File: config.mk
export PLATFORM = sky130hd
export DESIGN_NAME = smbus_regbank_slave
export DESIGN_NICKNAME = d
export VERILOG_FILES = /design/src/rtl/smbus_slv_pkg.sv /design/src/rtl/smbus_line_cond.sv /design/src/rtl/smbus_strap_latch.sv /design/src/rtl/smbus_proto_fsm.sv /design/src/rtl/smbus_regbank_slave.sv
export SDC_FILE = /design/constraint.sdc
export NUM_CORES = 1
export LEC_CHECK = 0
export BUFFER_PORTS_ARGS = -buffer_cell sky130_fd_sc_hd__buf_2
export CORE_UTILIZATION = 53
export CTS_BUF_LIST = sky130_fd_sc_hd__clkbuf_4 sky130_fd_sc_hd__clkbuf_8
export CTS_CLUSTER_SIZE = 10
export DETAILED_ROUTE_END_ITERATION = 12
export GPL_ROUTABILITY_DRIVEN = 0
export PLACE_DENSITY = 0.85
export SLEW_MARGIN = 10
export SYNTH_ARGS = -nofsm -noshare
export SYNTH_HDL_FRONTEND = slang
export SYNTH_SLANG_ARGS = --single-unit
File: constraint.sdc
create_clock -name clk_i -period 2.3 [get_ports clk_i]
set_input_delay 0.345 -clock clk_i [delete_from_list [all_inputs] [get_ports clk_i]]
set_output_delay 0.345 -clock clk_i [all_outputs]
set_load 0.05 [all_outputs]
File: src/rtl/smbus_slv_pkg.sv
package smbus_slv_pkg;
  typedef enum logic [2:0] {
    ST_IDLE, ST_RX, ST_ACK_SET, ST_ACK_HOLD, ST_TX, ST_WAIT
  } st_e;

  typedef enum logic [1:0] {
    K_ADDR, K_CMD, K_DATA
  } kind_e;
endpackage

File: src/rtl/smbus_line_cond.sv
module smbus_line_cond #(
  parameter int SYNC_STAGES = 2
) (
  input  logic clk_i,
  input  logic rst_ni,
  input  logic scl_i,
  input  logic sda_i,
  output logic sda_o,
  output logic scl_rise_o,
  output logic scl_fall_o,
  output logic start_o,
  output logic stop_o
);
  logic [SYNC_STAGES-1:0] scl_sync, sda_sync;
  logic scl_d, sda_d;

  // idle bus reads high
  always_ff @(posedge clk_i or negedge rst_ni) begin
    if (!rst_ni) begin
      scl_sync <= '1;
      sda_sync <= '1;
      scl_d    <= 1'b1;
      sda_d    <= 1'b1;
    end else begin
      scl_sync <= {scl_sync[SYNC_STAGES-2:0], scl_i};
      sda_sync <= {sda_sync[SYNC_STAGES-2:0], sda_i};
      scl_d    <= scl_sync[SYNC_STAGES-1];
      sda_d    <= sda_sync[SYNC_STAGES-1];
    end
  end

  logic scl_s, sda_s;
  assign scl_s      = scl_sync[SYNC_STAGES-1];
  assign sda_s      = sda_sync[SYNC_STAGES-1];
  assign sda_o      = sda_s;
  assign scl_rise_o = scl_s & ~scl_d;
  assign scl_fall_o = ~scl_s & scl_d;
  assign start_o    = scl_s & scl_d & sda_d & ~sda_s;
  assign stop_o     = scl_s & scl_d & ~sda_d & sda_s;
endmodule

File: src/rtl/smbus_strap_latch.sv
module smbus_strap_latch #(
  parameter int W = 3
) (
  input  logic         clk_i,
  input  logic         rst_ni,
  input  logic [W-1:0] strap_i,
  output logic [W-1:0] strap_o,
  output logic         vld_o
);
  always_ff @(posedge clk_i or negedge rst_ni) begin
    if (!rst_ni) begin
      strap_o <= '0;
      vld_o   <= 1'b0;
    end else if (!vld_o) begin
      strap_o <= strap_i;
      vld_o   <= 1'b1;
    end
  end
endmodule

File: src/rtl/smbus_proto_fsm.sv
module smbus_proto_fsm
  import smbus_slv_pkg::*;
#(
  parameter int           STRAP_W = 3,
  parameter int           AW      = 3,
  parameter int           DW      = 8,
  parameter logic [6-STRAP_W:0] ADDR_HI = 4'b1000
) (
  input  logic               clk_i,
  input  logic               rst_ni,
  input  logic               sda_i,
  input  logic               scl_rise_i,
  input  logic               scl_fall_i,
  input  logic               start_i,
  input  logic               stop_i,
  input  logic [STRAP_W-1:0] strap_i,
  output logic               sda_oe_o,
  output logic [AW-1:0]      ptr_o,
  output logic               we_o,
  output logic [DW-1:0]      wdata_o,
  input  logic [DW-1:0]      rdata_i
);
  localparam int CW = $clog2(DW);

  st_e            st;
  kind_e          kind;
  logic [CW-1:0]  cnt;
  logic [DW-1:0]  sh;
  logic           ack_q, rd_q;
  logic [DW-1:0]  rx_byte;
  logic           addr_hit, cmd_ok;

  assign rx_byte  = {sh[DW-2:0], sda_i};
  assign addr_hit = rx_byte[7:1] == {ADDR_HI, strap_i};
  assign cmd_ok   = rx_byte[DW-1:AW] == '0;

  always_ff @(posedge clk_i or negedge rst_ni) begin
    if (!rst_ni) begin
      st       <= ST_IDLE;
      kind     <= K_ADDR;
      cnt      <= '0;
      sh       <= '0;
      ack_q    <= 1'b0;
      rd_q     <= 1'b0;
      ptr_o    <= '0;
      sda_oe_o <= 1'b0;
      we_o     <= 1'b0;
      wdata_o  <= '0;
    end else begin
      we_o <= 1'b0;
      if (start_i) begin
        st       <= ST_RX;
        kind     <= K_ADDR;
        cnt      <= '0;
        sda_oe_o <= 1'b0;
      end else if (stop_i) begin
        st       <= ST_IDLE;
        sda_oe_o <= 1'b0;
      end else begin
        unique case (st)
          ST_RX: if (scl_rise_i) begin
            sh  <= rx_byte;
            cnt <= cnt + 1'b1;
            if (cnt == CW'(DW-1)) begin
              st <= ST_ACK_SET;
              unique case (kind)
                K_ADDR: begin
                  ack_q <= addr_hit;
                  rd_q  <= rx_byte[0];
                end
                K_CMD: begin
                  ack_q <= cmd_ok;
                  if (cmd_ok) ptr_o <= rx_byte[AW-1:0];
                end
                default: begin
                  ack_q   <= 1'b1;
                  we_o    <= 1'b1;
                  wdata_o <= rx_byte;
                end
              endcase
            end
          end
          ST_ACK_SET: if (scl_fall_i) begin
            if (ack_q) begin
              sda_oe_o <= 1'b1;
              st       <= ST_ACK_HOLD;
            end else begin
              st <= ST_WAIT;
            end
          end
          ST_ACK_HOLD: if (scl_fall_i) begin
            sda_oe_o <= 1'b0;
            cnt      <= '0;
            if (kind == K_ADDR && rd_q) begin
              st       <= ST_TX;
              sh       <= rdata_i;
              sda_oe_o <= ~rdata_i[DW-1];
            end else if (kind == K_ADDR) begin
              kind <= K_CMD;
              st   <= ST_RX;
            end else if (kind == K_CMD) begin
              kind <= K_DATA;
              st   <= ST_RX;
            end else begin
              st <= ST_WAIT;
            end
          end
          ST_TX: if (scl_fall_i) begin
            if (cnt == CW'(DW-1)) begin
              sda_oe_o <= 1'b0;
              st       <= ST_WAIT;
            end else begin
              cnt      <= cnt + 1'b1;
              sh       <= sh << 1;
              sda_oe_o <= ~sh[DW-2];
            end
          end
          default: ;
        endcase
      end
    end
  end
endmodule

File: src/rtl/smbus_regbank_slave.sv
module smbus_regbank_slave #(
  parameter int SYNC_STAGES = 2,
  parameter int STRAP_W     = 3,
  parameter int AW          = 3,
  parameter int DW          = 8
) (
  input  logic               clk_i,
  input  logic               rst_ni,
  input  logic               scl_i,
  input  logic               sda_i,
  output logic               sda_oe_o,
  input  logic [STRAP_W-1:0] strap_i,
  output logic [AW-1:0]      reg_addr_o,
  output logic               reg_we_o,
  output logic [DW-1:0]      reg_wdata_o,
  input  logic [DW-1:0]      reg_rdata_i
);
  logic sda_s, scl_rise, scl_fall, start, stop;
  logic [STRAP_W-1:0] strap_q;
  logic strap_vld;

  smbus_line_cond #(.SYNC_STAGES(SYNC_STAGES)) u_line (
    .clk_i, .rst_ni, .scl_i, .sda_i,
    .sda_o(sda_s), .scl_rise_o(scl_rise), .scl_fall_o(scl_fall),
    .start_o(start), .stop_o(stop)
  );

  smbus_strap_latch #(.W(STRAP_W)) u_strap (
    .clk_i, .rst_ni, .strap_i, .strap_o(strap_q), .vld_o(strap_vld)
  );

  smbus_proto_fsm #(.STRAP_W(STRAP_W), .AW(AW), .DW(DW)) u_fsm (
    .clk_i, .rst_ni, .sda_i(sda_s),
    .scl_rise_i(scl_rise), .scl_fall_i(scl_fall),
    .start_i(start), .stop_i(stop), .strap_i(strap_q),
    .sda_oe_o, .ptr_o(reg_addr_o), .we_o(reg_we_o),
    .wdata_o(reg_wdata_o), .rdata_i(reg_rdata_i)
  );
endmodule

==> impl_metrics.env <==
export IMPL_outcome="completed"
export IMPL_n_fill_cell=282
export IMPL_rsz0062_at_grt="no"
export IMPL_clock_sinks=40
export IMPL_mostFrequentLayoutCell="dfrtp_1"
export IMPL_clk_latency_ps=350
export IMPL_timing_rr_end="u_fsm.sh[6]"
export IMPL_layout_drive_gt1_share_pct=35.7
export IMPL_period_share_pct=93.7
export IMPL_syn_inst=175
export IMPL_worst_slew_pin_slew_ps=850
export IMPL_grt_pass1_wl_um=6650
export IMPL_clock_skew_ps=8.13
export IMPL_maxCapViolCount=0
export IMPL_cts_htree_levels=2
export IMPL_synth_area_sq_um=1940
export IMPL_critPathMaxFanout=7
export IMPL_clk_path_buf_depth=2
export IMPL_r2r_start="u_fsm.cnt[0]"
export IMPL_num_vias=1443
export IMPL_core_sq_um=3420
export IMPL_whs_path_depth=1
export IMPL_seq_area_sq_um=1010
export IMPL_dp_slack_ps=78.6
export IMPL_worstSetupPathType="flop to flop"
export IMPL_drv_slew=0
export IMPL_worst_setup_path_start_kind="flop"
export IMPL_nNetsFinal=229
export IMPL_grt_util_all_layers_pct=22.2
export IMPL_cts_resized=0
export IMPL_hold_buffers=0
export IMPL_synth_seq_area_share_pct=52.0
export IMPL_numPortBuffers=27
export IMPL_grt_pass1_vias=1397
export IMPL_worstSetupEndpointType="flop"
export IMPL_min_period_ps=2160
export IMPL_dpl_hpwl_um=2810
export IMPL_relSlewSlack_pct=43.3
export IMPL_rows=21
export IMPL_hold_end="u_line.scl_sync[0]"
export IMPL_drc=0
export IMPL_vdd_drop_max_uv=565
export IMPL_grt_ovfl_total=0
export IMPL_syn_nets=192
export IMPL_power_density_nw_per_um2=1100
export IMPL_drt_wl_total_um=3950
export IMPL_final_cell_mix="34 x dfrtp_1, 27 x buf_2, 23 x nand2_1, 23 x mux2_2, 10 x inv_1"
export IMPL_ys_ff_latch=40
export IMPL_total_power_w=0.00252
export IMPL_finalSetupViolCount=0
export IMPL_cts_root_buf="clkbuf_4"
export IMPL_dp_cells=249
export IMPL_grt_max_degree=41
export IMPL_dieArea_sq_um=3910
export IMPL_drtPass1Iterations=6
export IMPL_initial_core_util_pct=56.8
export IMPL_post_cts_buffers=0
export IMPL_hold_class="input port to flop"
export IMPL_crit_required_ps=2540
export IMPL_p_leak_nw=1.13
export IMPL_path_clk_slew_ps=120
export IMPL_antenna_found_initial=0
export IMPL_reg2reg_setup_slack_ps=140
export IMPL_final_hold_viol_count=0
export IMPL_via_per_inst=5.57
export IMPL_multi_input_area_sq_um=875
export IMPL_wire_per_inst_um=15.3
export IMPL_cts_made_buffers=5
export IMPL_setup_slack_ps=144
export IMPL_synth_avg_cell_area_sq_um=11.1
export IMPL_ff2ff_path_depth=6
export IMPL_diodes=0
export IMPL_tritoncts="done"
export IMPL_yosys_warnings=0
export IMPL_drt_initial_drc_count=68
export IMPL_die_x_um=62.5
export IMPL_arrival_ps=2390
export IMPL_min_delay_start="scl_i"
export IMPL_whs_ps=79.2
export IMPL_fmaxAchievable_mhz=464
export IMPL_ant_nets=0
export IMPL_die_h_um=62.5
export IMPL_areaGrowthSynthToFinish_pct=17.4
export IMPL_setup_tns_ps=0
export IMPL_synthDistinctLibCells=41
export IMPL_ios=28
export IMPL_layout_cells_non_filler=259
==> report_power, final <==
group	leakage, nW	internal [W]	switching (W)
registers	0.505	0.000859	0.000160
logic	0.571	0.000428	0.000488
clock network	0.0559	0.000351	0.000230
total	1.13	0.00164	0.000879
==> flip-flops by register name, indices dropped and copies added, names as in the netlist <==
| name | flops |
|---|---|
| u_fsm.sh | 7 |
| u_fsm.ack_q | 1 |
| u_fsm.we_o | 1 |
| u_line.scl_sync | 2 |
| u_fsm.sda_oe_o | 1 |
| u_strap.strap_o | 3 |
| u_line.sda_d | 1 |
| u_line.scl_d | 1 |
| u_fsm.rd_q | 1 |
| u_fsm.kind | 2 |
| u_line.sda_sync | 2 |
| u_fsm.st | 3 |
| u_fsm.cnt | 3 |
| u_fsm.ptr_o | 3 |
| u_fsm.wdata_o | 8 |
| u_strap.vld_o | 1 |
==> worst max-delay path, stage by stage, from the launching register on <==
cell      delay (ps)
dfrtp_1          410
ha_1             210
ha_1             220
or3_4            410
a221oi_4         260
buf_4            200
mux2_2           340
==> cell type report <==
type | instances | area share, %
timing repair buffer | 35 | 8.57
inverter | 10 | 1.65
clock inverter | 2 | 2.64
tap | 46 | 2.53
clock buffer | 6 | 1.98
multi-input combinational | 120 | 38.4
sequential | 40 | 44.3
==> kinds of logic (layout without fill, tap and decap cells) <==
family / count (synthesis) / count (layout) / share of synthesized area [%]
muxes: 27 / 27 / 15.4
adders and majority gates: 2 / 2 / 1.29
buffers and inverters: 15 / 53 / 2.97
and+or+nand+nor: 62 / 62 / 17.5
xor gates and xnor gates: 4 / 4 / 1.81
other: 1 / 1 / 0.193
DFF: 40 / 40 / 52.0
AOI/OAI and AO/OA: 24 / 24 / 8.90
==> per-stage QoR <==
stage / util, % / cell area (sq um)
global placement: 63.2 / 2160
CTS: 66.3 / 2260
detailed placement: 63.2 / 2160
finish: 66.7 / 2280
floorplan: - / 1940
global route: 66.7 / 2280
==> layer usage <==
layer	share of wire [%]	wire length (um)	vias up	track usage (%)
met3	4.7	187	9	4.56
met4	1.9	77	0	9.30
met2	48	1890	47	35.3
li1	-	-	691	-
met5	0	0	-	0
met1	46	1800	696	29.4
==> Yosys cell counts <==
master / count / area share (%)
o221ai_1: 1 / 0.45
or3_4: 1 / 0.58
nand2b_1: 2 / 0.64
a22oi_1: 1 / 0.39
o21a_1: 2 / 0.77
nor2b_1: 4 / 1.3
a211o_1: 1 / 0.45
a21oi_1: 2 / 0.52
or3b_2: 1 / 0.45
xnor2_1: 4 / 1.8
and4b_1: 1 / 0.52
inv_1: 10 / 1.9
o211ai_1: 1 / 0.39
nor4b_1: 1 / 0.45
conb_1: 1 / 0.19
nor4bb_1: 2 / 1.0
a221oi_4: 1 / 1.4
and3b_1: 2 / 0.90
nor3b_1: 2 / 0.77
nand3_1: 4 / 1.0
nor3_1: 3 / 0.77
o21ai_0: 8 / 2.1
nand2_1: 23 / 4.4
clkbuf_2: 1 / 0.26
nor2_1: 9 / 1.7
and2b_1: 1 / 0.39
dfrtp_1: 34 / 44
o22ai_1: 2 / 0.64
mux2i_1: 4 / 2.1
or3b_4: 1 / 0.58
a22o_1: 1 / 0.45
clkbuf_1: 4 / 0.77
and2_1: 1 / 0.32
o21bai_1: 2 / 0.77
dfstp_2: 6 / 8.1
nand4_1: 1 / 0.32
nand3b_1: 2 / 0.77
nand4b_1: 1 / 0.45
mux2_2: 23 / 13
ha_1: 2 / 1.3
a31oi_1: 2 / 0.64
==> worst max path at each step <==
stage | startpoint | to | slack [ps] | cells after the start
2_1_floorplan | u_fsm.st[1] | u_fsm.sh[1] | 150 | 5
3_3_place_gp | u_fsm.cnt[0] | u_fsm.sh[2] | 140 | 5
3_5_place_dp | u_fsm.cnt[0] | u_fsm.sh[6] | 80 | 5
4_1_cts | u_fsm.cnt[0] | u_fsm.sh[6] | 60 | 5
5_1_grt | u_fsm.cnt[0] | u_fsm.sh[6] | 90 | 6
6_report | u_fsm.cnt[0] | u_fsm.sh[6] | 140 | 6
No activity file was read; power rests on OpenSTA's default activity.
